[config.mk]
export PLATFORM = sky130hd
export DESIGN_NAME = rate_window_counter
export DESIGN_NICKNAME = d
export VERILOG_FILES = /design/src/rtl/rwc_pkg.sv /design/src/rtl/rwc_sync_edge.sv /design/src/rtl/rwc_window_timer.sv /design/src/rtl/rwc_sat_counter.sv /design/src/rtl/rate_window_counter.sv
export SDC_FILE = /design/constraint.sdc
export NUM_CORES = 1
export LEC_CHECK = 0
export BUFFER_PORTS_ARGS = -buffer_cell sky130_fd_sc_hd__buf_2
export CAP_MARGIN = 20
export CELL_PAD_IN_SITES_DETAIL_PLACEMENT = 1
export CELL_PAD_IN_SITES_GLOBAL_PLACEMENT = 1
export CORE_MARGIN = 8
export CORE_UTILIZATION = 51
export CTS_BUF_LIST = sky130_fd_sc_hd__clkbuf_4
export DETAILED_ROUTE_END_ITERATION = 16
export PLACE_DENSITY = 0.95
export SETUP_SLACK_MARGIN = 0.05
export SLEW_MARGIN = 20
export SYNTH_ARGS = -nofsm -noshare
export SYNTH_HDL_FRONTEND = slang
export SYNTH_SLANG_ARGS = --single-unit
[constraint.sdc]
create_clock -name clk -period 12.18 [get_ports clk]
set_input_delay 2.436 -clock clk [delete_from_list [all_inputs] [get_ports clk]]
set_output_delay 2.436 -clock clk [all_outputs]
set_load 0.02 [all_outputs]
[src/rtl/rwc_pkg.sv]
package rwc_pkg;
  localparam int OUT_W = 32;
  localparam int OVF_W = 8;
  localparam int PS_W  = 8;
endpackage

[src/rtl/rwc_sync_edge.sv]
module rwc_sync_edge (
  input  logic clk,
  input  logic rst_n,
  input  logic din,
  output logic rise
);
  logic [2:0] sh_q;

  always_ff @(posedge clk) begin
    if (!rst_n) sh_q <= '0;
    else        sh_q <= {sh_q[1:0], din};
  end

  assign rise = sh_q[1] & ~sh_q[2];
endmodule

[src/rtl/rwc_window_timer.sv]
module rwc_window_timer #(
  parameter int CLK_PER_TICK   = 50,
  parameter int TICKS_PER_HALF = 500000
) (
  input  logic                    clk,
  input  logic                    rst_n,
  input  logic                    restart,
  input  logic [rwc_pkg::PS_W-1:0] prescale,
  output logic                    done
);
  localparam int DIV_W = $clog2(CLK_PER_TICK) + 1;
  localparam int WIN_W = $clog2(256 * TICKS_PER_HALF + 1) + 1;

  logic [DIV_W-1:0] div_q;
  logic [WIN_W-1:0] win_q;
  logic [WIN_W-1:0] last_tick;
  logic             tick;

  always_comb begin
    last_tick = ({{(WIN_W-9){1'b0}}, {1'b0, prescale} + 9'd1} * WIN_W'(TICKS_PER_HALF))
                - WIN_W'(1);
  end

  assign tick = (div_q == DIV_W'(CLK_PER_TICK - 1));
  assign done = tick && (win_q == last_tick);

  always_ff @(posedge clk) begin
    if (!rst_n || restart) begin
      div_q <= '0;
      win_q <= '0;
    end else begin
      div_q <= tick ? '0 : div_q + DIV_W'(1);
      if (tick) win_q <= done ? '0 : win_q + WIN_W'(1);
    end
  end

  // the timer never runs past the selected window
  a_r4_win_bounded: assert property (@(posedge clk) disable iff (!rst_n)
    win_q <= last_tick || $changed(prescale) || $past(restart));
endmodule

[src/rtl/rwc_sat_counter.sv]
module rwc_sat_counter #(
  parameter int W = 30
) (
  input  logic         clk,
  input  logic         rst_n,
  input  logic         clear,
  input  logic         start,
  input  logic         inc,
  output logic [W-1:0] cnt,
  output logic         ovf
);
  localparam logic [W-1:0] MAX = {W{1'b1}};

  always_ff @(posedge clk) begin
    if (!rst_n || clear) begin
      cnt <= '0;
      ovf <= 1'b0;
    end else if (start) begin
      cnt <= inc ? W'(1) : '0;
      ovf <= 1'b0;
    end else if (inc) begin
      if (cnt == MAX) ovf <= 1'b1;
      else            cnt <= cnt + W'(1);
    end
  end

  a_r3_sat_hold: assert property (@(posedge clk) disable iff (!rst_n)
    ovf |-> cnt == MAX);
  a_r3_ovf_sticky: assert property (@(posedge clk) disable iff (!rst_n)
    (ovf && !clear && !start) |=> ovf);
  a_r2_count_monotonic: assert property (@(posedge clk) disable iff (!rst_n)
    (!clear && !start) |=> cnt >= $past(cnt));
endmodule

[src/rtl/rate_window_counter.sv]
module rate_window_counter #(
  parameter int N_PATCH        = 4,
  parameter int CNT_W          = 30,
  parameter int CLK_PER_TICK   = 50,
  parameter int TICKS_PER_HALF = 500000
) (
  input  logic                                  clk,
  input  logic                                  rst_n,
  input  logic [N_PATCH-1:0]                    trig_patch,
  input  logic                                  trig_comb,
  input  logic [rwc_pkg::PS_W-1:0]              prescale,
  input  logic                                  settings_chg,
  output logic                                  res_valid,
  output logic [(N_PATCH+1)*rwc_pkg::OUT_W-1:0] res_counts,
  output logic [rwc_pkg::OVF_W-1:0]             res_ovf
);
  import rwc_pkg::*;
  localparam int NCH = N_PATCH + 1;

  logic [NCH-1:0]       trig_all;
  logic [NCH-1:0]       rise;
  logic [NCH-1:0]       ovf_vec;
  logic [NCH*OUT_W-1:0] cnt_packed;
  logic                 win_done;

  assign trig_all = {trig_comb, trig_patch};

  rwc_window_timer #(
    .CLK_PER_TICK  (CLK_PER_TICK),
    .TICKS_PER_HALF(TICKS_PER_HALF)
  ) u_timer (
    .clk     (clk),
    .rst_n   (rst_n),
    .restart (settings_chg),
    .prescale(prescale),
    .done    (win_done)
  );

  for (genvar i = 0; i < NCH; i++) begin : g_ch
    logic [CNT_W-1:0] cnt;
    rwc_sync_edge u_sync (
      .clk  (clk),
      .rst_n(rst_n),
      .din  (trig_all[i]),
      .rise (rise[i])
    );
    rwc_sat_counter #(.W(CNT_W)) u_cnt (
      .clk  (clk),
      .rst_n(rst_n),
      .clear(settings_chg),
      .start(win_done),
      .inc  (rise[i]),
      .cnt  (cnt),
      .ovf  (ovf_vec[i])
    );
    assign cnt_packed[i*OUT_W +: OUT_W] = {{(OUT_W-CNT_W){1'b0}}, cnt};
  end

  always_ff @(posedge clk) begin
    if (!rst_n) begin
      res_valid  <= 1'b0;
      res_counts <= '0;
      res_ovf    <= '0;
    end else if (settings_chg) begin
      res_valid <= 1'b0;
    end else if (win_done) begin
      res_valid  <= 1'b1;
      res_counts <= cnt_packed;
      res_ovf    <= {{(OVF_W-NCH){1'b0}}, ovf_vec};
    end else begin
      res_valid <= 1'b0;
    end
  end

  a_r5_chg_no_publish: assert property (@(posedge clk) disable iff (!rst_n)
    settings_chg |=> !res_valid);
  a_r8_results_hold: assert property (@(posedge clk) disable iff (!rst_n)
    !res_valid |-> ($stable(res_counts) && $stable(res_ovf)));
  a_r7_ovf_upper_zero: assert property (@(posedge clk) disable iff (!rst_n)
    res_ovf[OVF_W-1:NCH] == '0);
endmodule

---- Word-level counts from Yosys, hierarchy flattened ----
Cells that the tools add are included.
cells by class
  add/subtract/negate cells ............... 9
  $mul .................................... 1
  eq/ne operators ......................... 12
  mux-type cells .......................... 22
  bitwise gates (word level) .............. 12
  reduce and logical (&&, ||, !) cells .... 22
operators by type and width
  cell                                                                   number
  30-bit 2-to-1 mux                                                      15
  30-bit by 1-bit adder with 30-bit output (second input constant)       5
  30-bit == test (second input constant)                                 5
  28-bit by 1-bit adder with 28-bit output (second input constant)       1
  28-bit == test                                                         1
  28-bit 2-to-1 mux                                                      1
  28-bit by 1-bit subtractor with 28-bit output (second input constant)  1
  9-bit by 14-bit multiplier with 23-bit output (second input constant)  1
  2-bit AND reduction                                                    11
  2-bit != test (second input constant)                                  5
  2-bit nonzero test                                                     5
  8-bit by 1-bit adder with 9-bit output (second input constant)         1
  7-bit by 1-bit adder with 7-bit output (second input constant)         1
  7-bit by 6-bit == test with 1-bit output (second input constant)       1
  1-bit inverter                                                         7
  1-bit 2-to-1 mux                                                       6
  2-bit OR reduction                                                     3
  1-bit bitwise AND                                                      5
  1-bit logical AND                                                      1
  1-bit zero test                                                        1
  1-bit logical OR                                                       1
storage, ports and cells
  register bits ........................... 361
  input bits .............................. 16
  output and inout bits ................... 169
  word-level logic and storage cells ...... 98

---- Depth between registers and ports, before layout ----
Gate-level depths: netlist (run 1).
  word-level depth ........................ 7
  depth in mapped cells ................... 28
  gate-level depth less buffers ........... 24

---- Cells and area by module ----
Synthesis (run 1) repeated with hierarchy kept, for this count alone.
unflattened totals
  cell total of the unflattened synthesis .. 2306
  area total of the unflattened synthesis .. 19932.9 µm²
modules (own cells, without submodules)
  module               times used  cells each  area each (µm²)  sequential area each (µm²)
  rwc_sat_counter      5           200         1637.8           620.6
  rate_window_counter  1           690         6372.4           3123.0
  rwc_window_timer     1           581         4908.5           700.7
  rwc_sync_edge        5           7           92.6             60.1

---- Least setup slack after synthesis (run 1) ----
No wires, ideal clock.
  path kind ............................... input -> register
  from .................................... in prescale[0] (netlist name)
  to ...................................... reg g_ch[1].u_cnt.ovf
  library setup time ...................... 0.115 ns
  arrival ................................. 8.898 ns
  data required time ...................... 12.065 ns
  path slack .............................. 3.167 ns
  stages .................................. 27
  path buffers ............................ 3
  cell sequence ........................... clkbuf_1 nand3_1 nor2_1 xor2_1 inv_1 fa_1 inv_1 ha_1 inv_1 fa_1 fa_1 inv_1 ha_1 a21oi_1 o21ai_1 a2111oi_0 and4b_4 o21bai_1 or4_4 xor2_1 nor3b_1 nor3_1 or4_4 nand2_1 buf_4 buf_4 nor2_1
between the ends
  cells in the longest elaborated chain, start to end .. 6
ends and longest elaborated chain
  what                                           line                       source
  start, declared                                rate_window_counter.sv:11  input logic [rwc_pkg::PS_W-1:0] prescale,
  8-bit by 1-bit adder with 9-bit output         rwc_window_timer.sv:20     last_tick = ({{(WIN_W-9){1'b0}}, {1'b0, prescale} + 9'd1} * WIN_W'(TICKS_PER_HALF))
  9-bit by 14-bit multiplier with 23-bit output  rwc_window_timer.sv:20
  28-bit by 1-bit subtractor with 28-bit output  rwc_window_timer.sv:21     - WIN_W'(1);
  28-bit == test                                 rwc_window_timer.sv:25     assign done = tick && (win_q == last_tick);
  1-bit logical AND                              rwc_window_timer.sv:25
  2-bit OR reduction (no source line)            -
  end signal, assigned                           rwc_sat_counter.sv:17      ovf <= 1'b0;
  end signal, assigned                           rwc_sat_counter.sv:20      ovf <= 1'b0;
  end signal, assigned                           rwc_sat_counter.sv:22      if (cnt == MAX) ovf <= 1'b1;
  end, declared                                  rwc_sat_counter.sv:10      output logic ovf
No other way between the ends.
A chain may end at the register's enable or synchronous reset.

---- Final worst setup path (run 1) ----
  from .................................... in prescale[0] (netlist name)
  to ...................................... reg g_ch[3].u_cnt.cnt[20]
between the ends
  cells in the longest elaborated chain, start to end .. 7
  elaborated cells on any way between the ends .. 9
  classes of those cells .................. add/sub: 2; mul: 1; eq/ne: 2; mux: 1; reduce/logical: 3
ends and longest elaborated chain
  what                                                                  line                    source
  8-bit by 1-bit adder with 9-bit output (*)                            rwc_window_timer.sv:20
  9-bit by 14-bit multiplier with 23-bit output (*)                     rwc_window_timer.sv:20
  28-bit by 1-bit subtractor with 28-bit output (*)                     rwc_window_timer.sv:21
  28-bit == test (*)                                                    rwc_window_timer.sv:25
  1-bit logical AND (*)                                                 rwc_window_timer.sv:25
  2-bit != test (no source line) or 2-bit nonzero test (tied branches)  -
  2-bit AND reduction (no source line)                                  -
  end signal, assigned                                                  rwc_sat_counter.sv:19   cnt <= inc ? W'(1) : '0;
  end signal, assigned                                                  rwc_sat_counter.sv:23   else cnt <= cnt + W'(1);
  end, declared                                                         rwc_sat_counter.sv:9    output logic [W-1:0] cnt,
Every way passes the cells marked *; elsewhere a longest branch is shown, timed or not.

==> results.tsv, run 1 <==
stage	metric	value	unit
critical_path	crit_required	12.79	ns
die	rows	68	
power_and_ir_drop	totalPowerFinal	3130	uW
critical_path	r2r_slack	7.85	ns
synthesis	mappedNetlistArea	17800	um^2
cells_and_area	area_growth	12.6	%
detailed_routing	drt-total-wl	53.9	mm
placement	numPlacedInstances	2471	
synthesis	synthCells	1916	
synthesis	synth_area_leaders	dfxtp_1, mux2i_1, xor2_1	
sta	setup_viol	0	
sta	min_period	9.78	ns
detailed_routing	ant_nets	0	
sta	hold-worst-slack	0.442	ns
cts	cts_inserted_buffers	94	
die	die_x	203	um
die	chipHeight	203	um
sta	drv_slew	0	
synthesis	yosysUniqueCellTypes	71	
critical_path	cp-start-kind	primary input	
critical_path	cpPeakStageDelay	0.72	ns
hold_path	worstHoldStart	g_ch[1].u_sync.sh_q[0]	
critical_path	critPathArrivalTime	10.40	ns
synthesis	synth-seq-cells	361	
cts	cts.path.max_buffers	3	
synthesis	yosysMostFrequentCell	dfxtp_1	
sta	fin_crit_sh	80.3	%
sta	slew_headroom	27.2	%
global_route	grt_pass1_vias	16386	
critical_path	cpMostUsedCell	inv_1	
hold_path	hold_class	reg2reg	
cts	path_clk_slew	0.08	ns
global_route	grt_max_degree	127	
detailed_routing	drtPass1Iterations	4	
sta	setup_tns	0	ns
global_route	grt_usage	25.5	%
hold_path	min_to	g_ch[1].u_sync.sh_q[1]	
synthesis	ys_async_sr_fraction	0	%
cells_and_area	nNetsFinal	2218	
placement	gp_congestion	0.843	
sta	rsz0062_at_grt	false	
sta	finClkSkew	0.0666	ns
cts	cts.repair.resized	0	
synthesis	avgSynthCellArea	9.29	um^2
global_route	grt_pass1_wl	86.7	mm
cells_and_area	drive_gt1_share	15.7	%
critical_path	worst_setup_path_end_kind	flop	
synthesis	yosysSeqAreaShare	40.6	%
detailed_routing	vias_per_cell	5.55	
critical_path	crit_type	in2reg	
detailed_routing	wl_per_cell	20.4	um
die	die_area	41200	um^2
die	ioPinCount	185	
run	drv_cap	0	
critical_path	r2r-end	res_counts[119]	
cts	cts_sinks	361	
placement	dp_hpwl	35.0	mm
placement	port_buffers	171	
synthesis	synth_ff_type	dfxtp_1	
synthesis	synth_edf_count	0	
cells_and_area	fillers	4022	
critical_path	slowest_stage	nand2_4	
cts	htree_num_levels	3	
sta	max_freq	102	MHz
power_and_ir_drop	ir_drop	0.0000878	V
die	core_area	34500	um^2
synthesis	yosysWarnings	0	
critical_path	r2r-start	u_timer.div_q[0]	
die	start_util	51.7	%
sta	hold_violations	0	
cts	cts_setup_buffers	0	
cts	clk_latency	0.78	ns
detailed_routing	drt-initial-drc-count	658	
cts	cts_tree	built	
cells_and_area	finalNonFillerCells	2639	
power_and_ir_drop	power_density	156	nW/um^2
cts	hold_buffers	0	
synthesis	synth_top_cell_area_share	40.6	%
sta	worst_pin_slew	1.09	ns
global_route	grt_overflow	0	
cts	cts-root-buf	clkbuf_4	
detailed_routing	route.vias.total	14640	
status	status	finished clean	
critical_path	r2r_cells	13	
synthesis	ys_top_cells_by_count	dfxtp_1, nor2_1, nor2b_1	
detailed_routing	drc	0	
hold_path	whs_path_depth	1	
synthesis	synth_area_leader_cell	dfxtp_1	
critical_path	cp_max_fo	93	
global_route	antenna_found_initial	2	
power_and_ir_drop	p_leak	0.00775	uW
layer usage:
metal  global-route usage [%]  wire (um)  vias up  part of all wire [%]
li1                         -          -     6865                     -
met1                     28.5      21700     7235                    40
met2                     46.3      27600      405                    51
met3                     4.49       2380      135                   4.4
met4                     12.5       2130        0                   3.9
met5                        0          0        -                     0
worst max-delay path, delay by kind of cell:
| family | cells | cell delay, ns |
|---|---|---|
| compound gates | 4 | 1.02 |
| xor+xnor | 2 | 0.56 |
| fa+ha+maj | 5 | 2.25 |
| buf+inv | 6 | 1.03 |
| simple gates | 9 | 3.05 |
through the flow:
step / utilization (%) / instance area (um^2) / setup slack (ns)
detailed placement: 54.7 / 18800 / 1.67
finish: 58.2 / 20000 / 2.40
CTS: 58.1 / 20000 / 2.47
global route: 58.2 / 20000 / 1.98
floorplan: - / 17900 / 3.17
global placement: 54.7 / 18800 / 2.02
worst max path at each step:
stage / end / slack (ns) / cells after the start / from
after global routing: g_ch[1].u_cnt.cnt[5] / 1.98 / 26 / prescale[0]
after CTS: g_ch[3].u_cnt.cnt[8] / 2.47 / 26 / prescale[0]
after global placement: g_ch[1].u_cnt.cnt[15] / 2.02 / 26 / prescale[0]
final: g_ch[3].u_cnt.cnt[20] / 2.40 / 26 / prescale[0]
after floorplan: g_ch[1].u_cnt.ovf / 3.17 / 27 / prescale[0]
after detailed placement: g_ch[4].u_cnt.cnt[15] / 1.67 / 26 / prescale[0]
logic make-up (layout without fill, tap and decap cells):
kind of cell | count (synthesis) | in the layout | share of synthesized area (%)
AOI/OAI and AO/OA | 113 | 113 | 4.38
xor gates and xnor gates | 215 | 215 | 10.7
adders and majority gates | 90 | 90 | 7.17
buffers and inverters | 145 | 399 | 4.03
DFF | 361 | 361 | 40.6
muxes | 166 | 166 | 9.34
other | 1 | 15 | 0.0211
and+or+nand+nor | 825 | 825 | 23.7
power breakdown:
group          switching (uW)  internal (uW)  total (uW)  leakage, uW
Clock                     529            546        1070     0.000711
Combinational             522            348         869      0.00413
Sequential               1.77           1180        1180      0.00291
Total                    1050           2080        3130      0.00775
area by class of cell:
| type | instances | area [um^2] | area share [%] |
|---|---|---|---|
| clock inverters | 26 | 135 | 0.674 |
| well taps | 455 | 569 | 2.84 |
| flip-flops and latches | 361 | 7230 | 36.0 |
| diodes | 2 | 5.00 | 0.0250 |
| multi-input cells | 1422 | 9930 | 49.5 |
| clock buffers | 140 | 1050 | 5.24 |
| inverters | 58 | 218 | 1.09 |
| repair buffers | 175 | 913 | 4.56 |
cells in the final DEF (no fill, tap or decap), types with 6 or more instances in the layout:
cell type	Yosys	layout
dfxtp_1	361	361
nor2_1	249	249
nor2b_1	173	172
buf_2	4	170
mux2i_1	165	165
clkbuf_4	0	140
xor2_1	132	132
nand2_1	125	124
xnor2_1	81	81
nand3_1	76	76
ha_1	70	70
inv_1	58	58
and3_1	43	43
a21oi_1	32	32
and2_1	30	30
nand4_1	29	29
and4_1	24	24
fa_1	20	20
clkinv_1	0	18
nor3_1	19	17
o21ai_0	16	16
conb_1	1	13
nor4_1	11	11
nand2b_1	11	11
a21o_1	6	6
a2111oi_0	7	6
flip-flops by register name, summed over array words and instances, names as in the netlist:
register	count
g_ch.u_cnt.ovf	5
g_ch.u_sync.sh_q	15
u_timer.win_q	28
res_counts	150
res_valid	1
res_ovf	5
g_ch.u_cnt.cnt	150
u_timer.div_q	7
Power figures use the tool's default switching activity.
==> run 2: changes to the inputs <==
--- a/config.mk
+++ b/config.mk
@@ -5,15 +5,16 @@
 export SDC_FILE = /design/constraint.sdc
 export NUM_CORES = 1
 export LEC_CHECK = 0
+export ABC_AREA = 1
 export BUFFER_PORTS_ARGS = -buffer_cell sky130_fd_sc_hd__buf_2
 export CAP_MARGIN = 20
 export CELL_PAD_IN_SITES_DETAIL_PLACEMENT = 1
 export CELL_PAD_IN_SITES_GLOBAL_PLACEMENT = 1
 export CORE_MARGIN = 8
-export CORE_UTILIZATION = 51
+export CORE_UTILIZATION = 40
 export CTS_BUF_LIST = sky130_fd_sc_hd__clkbuf_4
 export DETAILED_ROUTE_END_ITERATION = 16
-export PLACE_DENSITY = 0.95
+export PLACE_DENSITY = 0.89
 export SETUP_SLACK_MARGIN = 0.05
 export SLEW_MARGIN = 20
 export SYNTH_ARGS = -nofsm -noshare
==> constraint.sdc (replaced) <==
create_clock -name clk -period 8.7 [get_ports clk]
set_input_delay 1.74 -clock clk [delete_from_list [all_inputs] [get_ports clk]]
set_output_delay 1.74 -clock clk [all_outputs]
set_load 0.02 [all_outputs]
==> results.tsv, run 2 <==
stage	metric	value	unit	change
synthesis	synth-seq-cells	361		unchanged
cells_and_area	largestRegisters	g_ch.u_cnt.cnt: 150 flops, res_counts: 150 flops, u_timer.win_q: 28 flops		unchanged
detailed_routing	ant_nets	0		unchanged
power_and_ir_drop	p_leak	0.0112	uW	was 0.00775 uW
critical_path	cpPeakStageDelay	0.55	ns	was 0.72 ns
detailed_routing	vias_per_cell	4.78		was 5.55
cells_and_area	final_cell_mix	nand2_1, nor2_1, inv_1, dfxtp_1, buf_2		was dfxtp_1, nor2_1, nor2b_1, buf_2, mux2i_1
sta	setup_ws	1.38	ns	was 2.40 ns
synthesis	synth_ff_type	dfxtp_1		unchanged
global_route	grt_pass1_wl	91.8	mm	was 86.7 mm
sta	slew_headroom	41.6	%	was 27.2%
synthesis	ys_async_sr_fraction	0	%	unchanged
cells_and_area	nNetsFinal	3277		was 2,218
cells_and_area	area_growth	13.1	%	was 12.6%
power_and_ir_drop	power_density	203	nW/um^2	was 156 nW/um^2
synthesis	synth_area_leader_cell	dfxtp_1		unchanged
cts	cts_inserted_buffers	98		was 94
sta	max_freq	137	MHz	
global_route	antenna_found_initial	2		unchanged
cts	cts_tree	built		unchanged
cells_and_area	drive_gt1_share	11.8	%	was 15.7%
cts	path_clk_slew	0.06	ns	was 0.08 ns
synthesis	yosysSeqAreaShare	37.1	%	was 40.6%
detailed_routing	met3_length	1.98	mm	was 2.38 mm
critical_path	worst_setup_path_end_kind	flop		unchanged
synthesis	synth_edf_count	0		unchanged
placement	port_buffers	171		unchanged
cts	hold_buffers	0		unchanged
synthesis	mappedNetlistArea	19500	um^2	was 17,800 um^2
detailed_routing	wl_per_cell	14.2	um	was 20.4 um
cts	cts_sinks	361		unchanged
synthesis	synth_top_cell_area_share	37.1	%	was 40.6%
power_and_ir_drop	totalPowerFinal	4470	uW	was 3130 uW
synthesis	yosysUniqueCellTypes	44		was 71
sta	hold_violations	0		unchanged
die	core_area	48500	um^2	was 34,500 um^2
placement	dp_hpwl	40.5	mm	was 35.0 mm
sta	rsz0062_at_grt	false		unchanged
detailed_routing	drc	0		unchanged
sta	drv_slew	0		unchanged
cells_and_area	multi_input_area	10000	um^2	was 9930 um^2
synthesis	synth_area_leaders	dfxtp_1, nand2_1, nor2_1		was dfxtp_1, mux2i_1, xor2_1
sta	setup_viol	0		unchanged
hold_path	hold_class	reg2reg		unchanged
run	drv_cap	0		unchanged
die	rows	81		was 68
detailed_routing	route.vias.total	18515		was 14,640
detailed_routing	drtPass1Iterations	4		unchanged
synthesis	avgSynthCellArea	6.58	um^2	was 9.29 um^2
critical_path	cp-start-kind	primary input		unchanged
cells_and_area	final_common_cell	nand2_1		was dfxtp_1
critical_path	slowest_stage	fa_1		was nand2_4
sta	setup_tns	0	ns	unchanged
detailed_routing	wl_met1	25.7	mm	was 21.7 mm
critical_path	crit_type	in2reg		unchanged
cts	clk_latency	0.84	ns	was 0.78 ns
cts	cts_setup_buffers	0		unchanged
sta	finClkSkew	0.0590	ns	was 0.0666 ns
placement	gp_congestion	0.847		was 0.843
critical_path	cp_max_fo	45		was 93
global_route	grt_pass1_vias	19381		was 16,386
synthesis	ys_top_cells_by_count	nand2_1, nor2_1, inv_1		was dfxtp_1, nor2_1, nor2b_1
status	status	finished clean		unchanged
critical_path	crit_required	9.37	ns	was 12.79 ns
placement	numPlacedInstances	3693		was 2,471
sta	worst_pin_slew	0.875	ns	was 1.09 ns
die	chipHeight	237	um	was 203 um
sta	fin_crit_sh	84.1	%	
critical_path	cpMostUsedCell	nand2_1		was inv_1
cts	cts.path.max_buffers	3		unchanged
detailed_routing	wl_met2	26.3	mm	was 27.6 mm
synthesis	synthCells	2961		was 1,916
global_route	grt_usage	19.3	%	was 25.5%
die	ioPinCount	185		unchanged
global_route	grt_max_degree	122		was 127
cells_and_area	fillers	6550		was 4,022
detailed_routing	routed.top_layer	met4		unchanged
cts	cts.repair.resized	0		unchanged
critical_path	critPathArrivalTime	7.99	ns	was 10.40 ns
die	die_x	237	um	was 203 um
placement	pre_cts_slack	0.585	ns	was 1.67 ns
cts	cts-root-buf	clkbuf_4		unchanged
detailed_routing	drt-total-wl	55.2	mm	was 53.9 mm
synthesis	yosysWarnings	0		unchanged
sta	min_period	7.32	ns	
cts	htree_num_levels	3		unchanged
detailed_routing	drt-initial-drc-count	738		was 658
cells_and_area	seqCellArea	7230	um^2	unchanged
power_and_ir_drop	ir_drop	0.0000955	V	was 0.0000878 V
die	start_util	40.1	%	was 51.7%
die	die_area	56000	um^2	was 41,200 um^2
synthesis	yosysMostFrequentCell	nand2_1		was dfxtp_1
cells_and_area	utilization	45.4	%	was 58.2%
cells_and_area	finalNonFillerCells	3873		was 2,639
global_route	grt_overflow	0		unchanged
run 2: changes by cell type in the layout (fill, tap and decap cells not counted), moves of 39 or more:
cell and delta:
inv_1 +389, nor2_1 +364, nor2b_1 -172, mux2i_1 -165, nor3_1 +58, nand3_1 +54
nand2_1 +704, xor2_1 -55, and3_1 -39, xnor2_1 -59
run 2: critical path, delay by kind of cell:
family / cells / cell delay [ns]
fa+ha+maj: 5 / 2.13
compound gates: 1 / 0.16
buf+inv: 5 / 0.72
xor+xnor: 1 / 0.49
simple gates: 18 / 2.74
run 2: layout make-up:
type	count	area share (%)
Multi-Input combinational cell	2067	45.5
Sequential cell	361	32.8
Inverter	459	7.82
Timing Repair Buffer	184	4.64
Clock buffer	136	4.63
Tap cell	622	3.53
Clock inverter	39	0.999
Antenna cell	5	0.0568
run 2: routing by layer:
metal  GRT usage [%]  vias to the layer above
met5               0                        -
met4            5.80                        0
met3            4.39                       93
met2            34.0                      274
met1            23.1                     8714
li1                -                     9434
run 2: final timing paths:
| check | startpoint | to | slack, ns | depth (start not counted) |
|---|---|---|---|---|
| min | g_ch[3].u_sync.sh_q[0] | g_ch[3].u_sync.sh_q[1] | 0.42 | 2 |
| max | prescale[0] | g_ch[1].u_cnt.cnt[2] | 1.38 | 30 |
| max reg2reg | u_timer.div_q[0] | u_timer.win_q[20] | 5.51 | 16 |
| min reg2reg | g_ch[3].u_sync.sh_q[0] | g_ch[3].u_sync.sh_q[1] | 0.42 | 2 |
run 2: logic make-up after synthesis:
| logic type | count (synthesis) | synth area share, % |
|---|---|---|
| xor+xnor | 99 | 4.45 |
| flops | 361 | 37.1 |
| compound gates | 87 | 2.47 |
| fa+ha+maj | 90 | 6.55 |
| other cells | 1 | 0.0192 |
| simple gates | 1778 | 37.7 |
| buf+inv | 545 | 11.7 |
run 2: per-stage QoR:
step	hold slack (ns)	cell area [um^2]
floorplan	0.390	19500
global placement	0.403	20800
detailed placement	0.407	20800
CTS	0.410	22000
global route	0.444	22000
finish	0.417	22000
run 2: where the power goes:
part	internal (uW)	switching [uW]
Combinational	394	881
Clock	784	749
Sequential	1660	2.39
Total	2830	1630
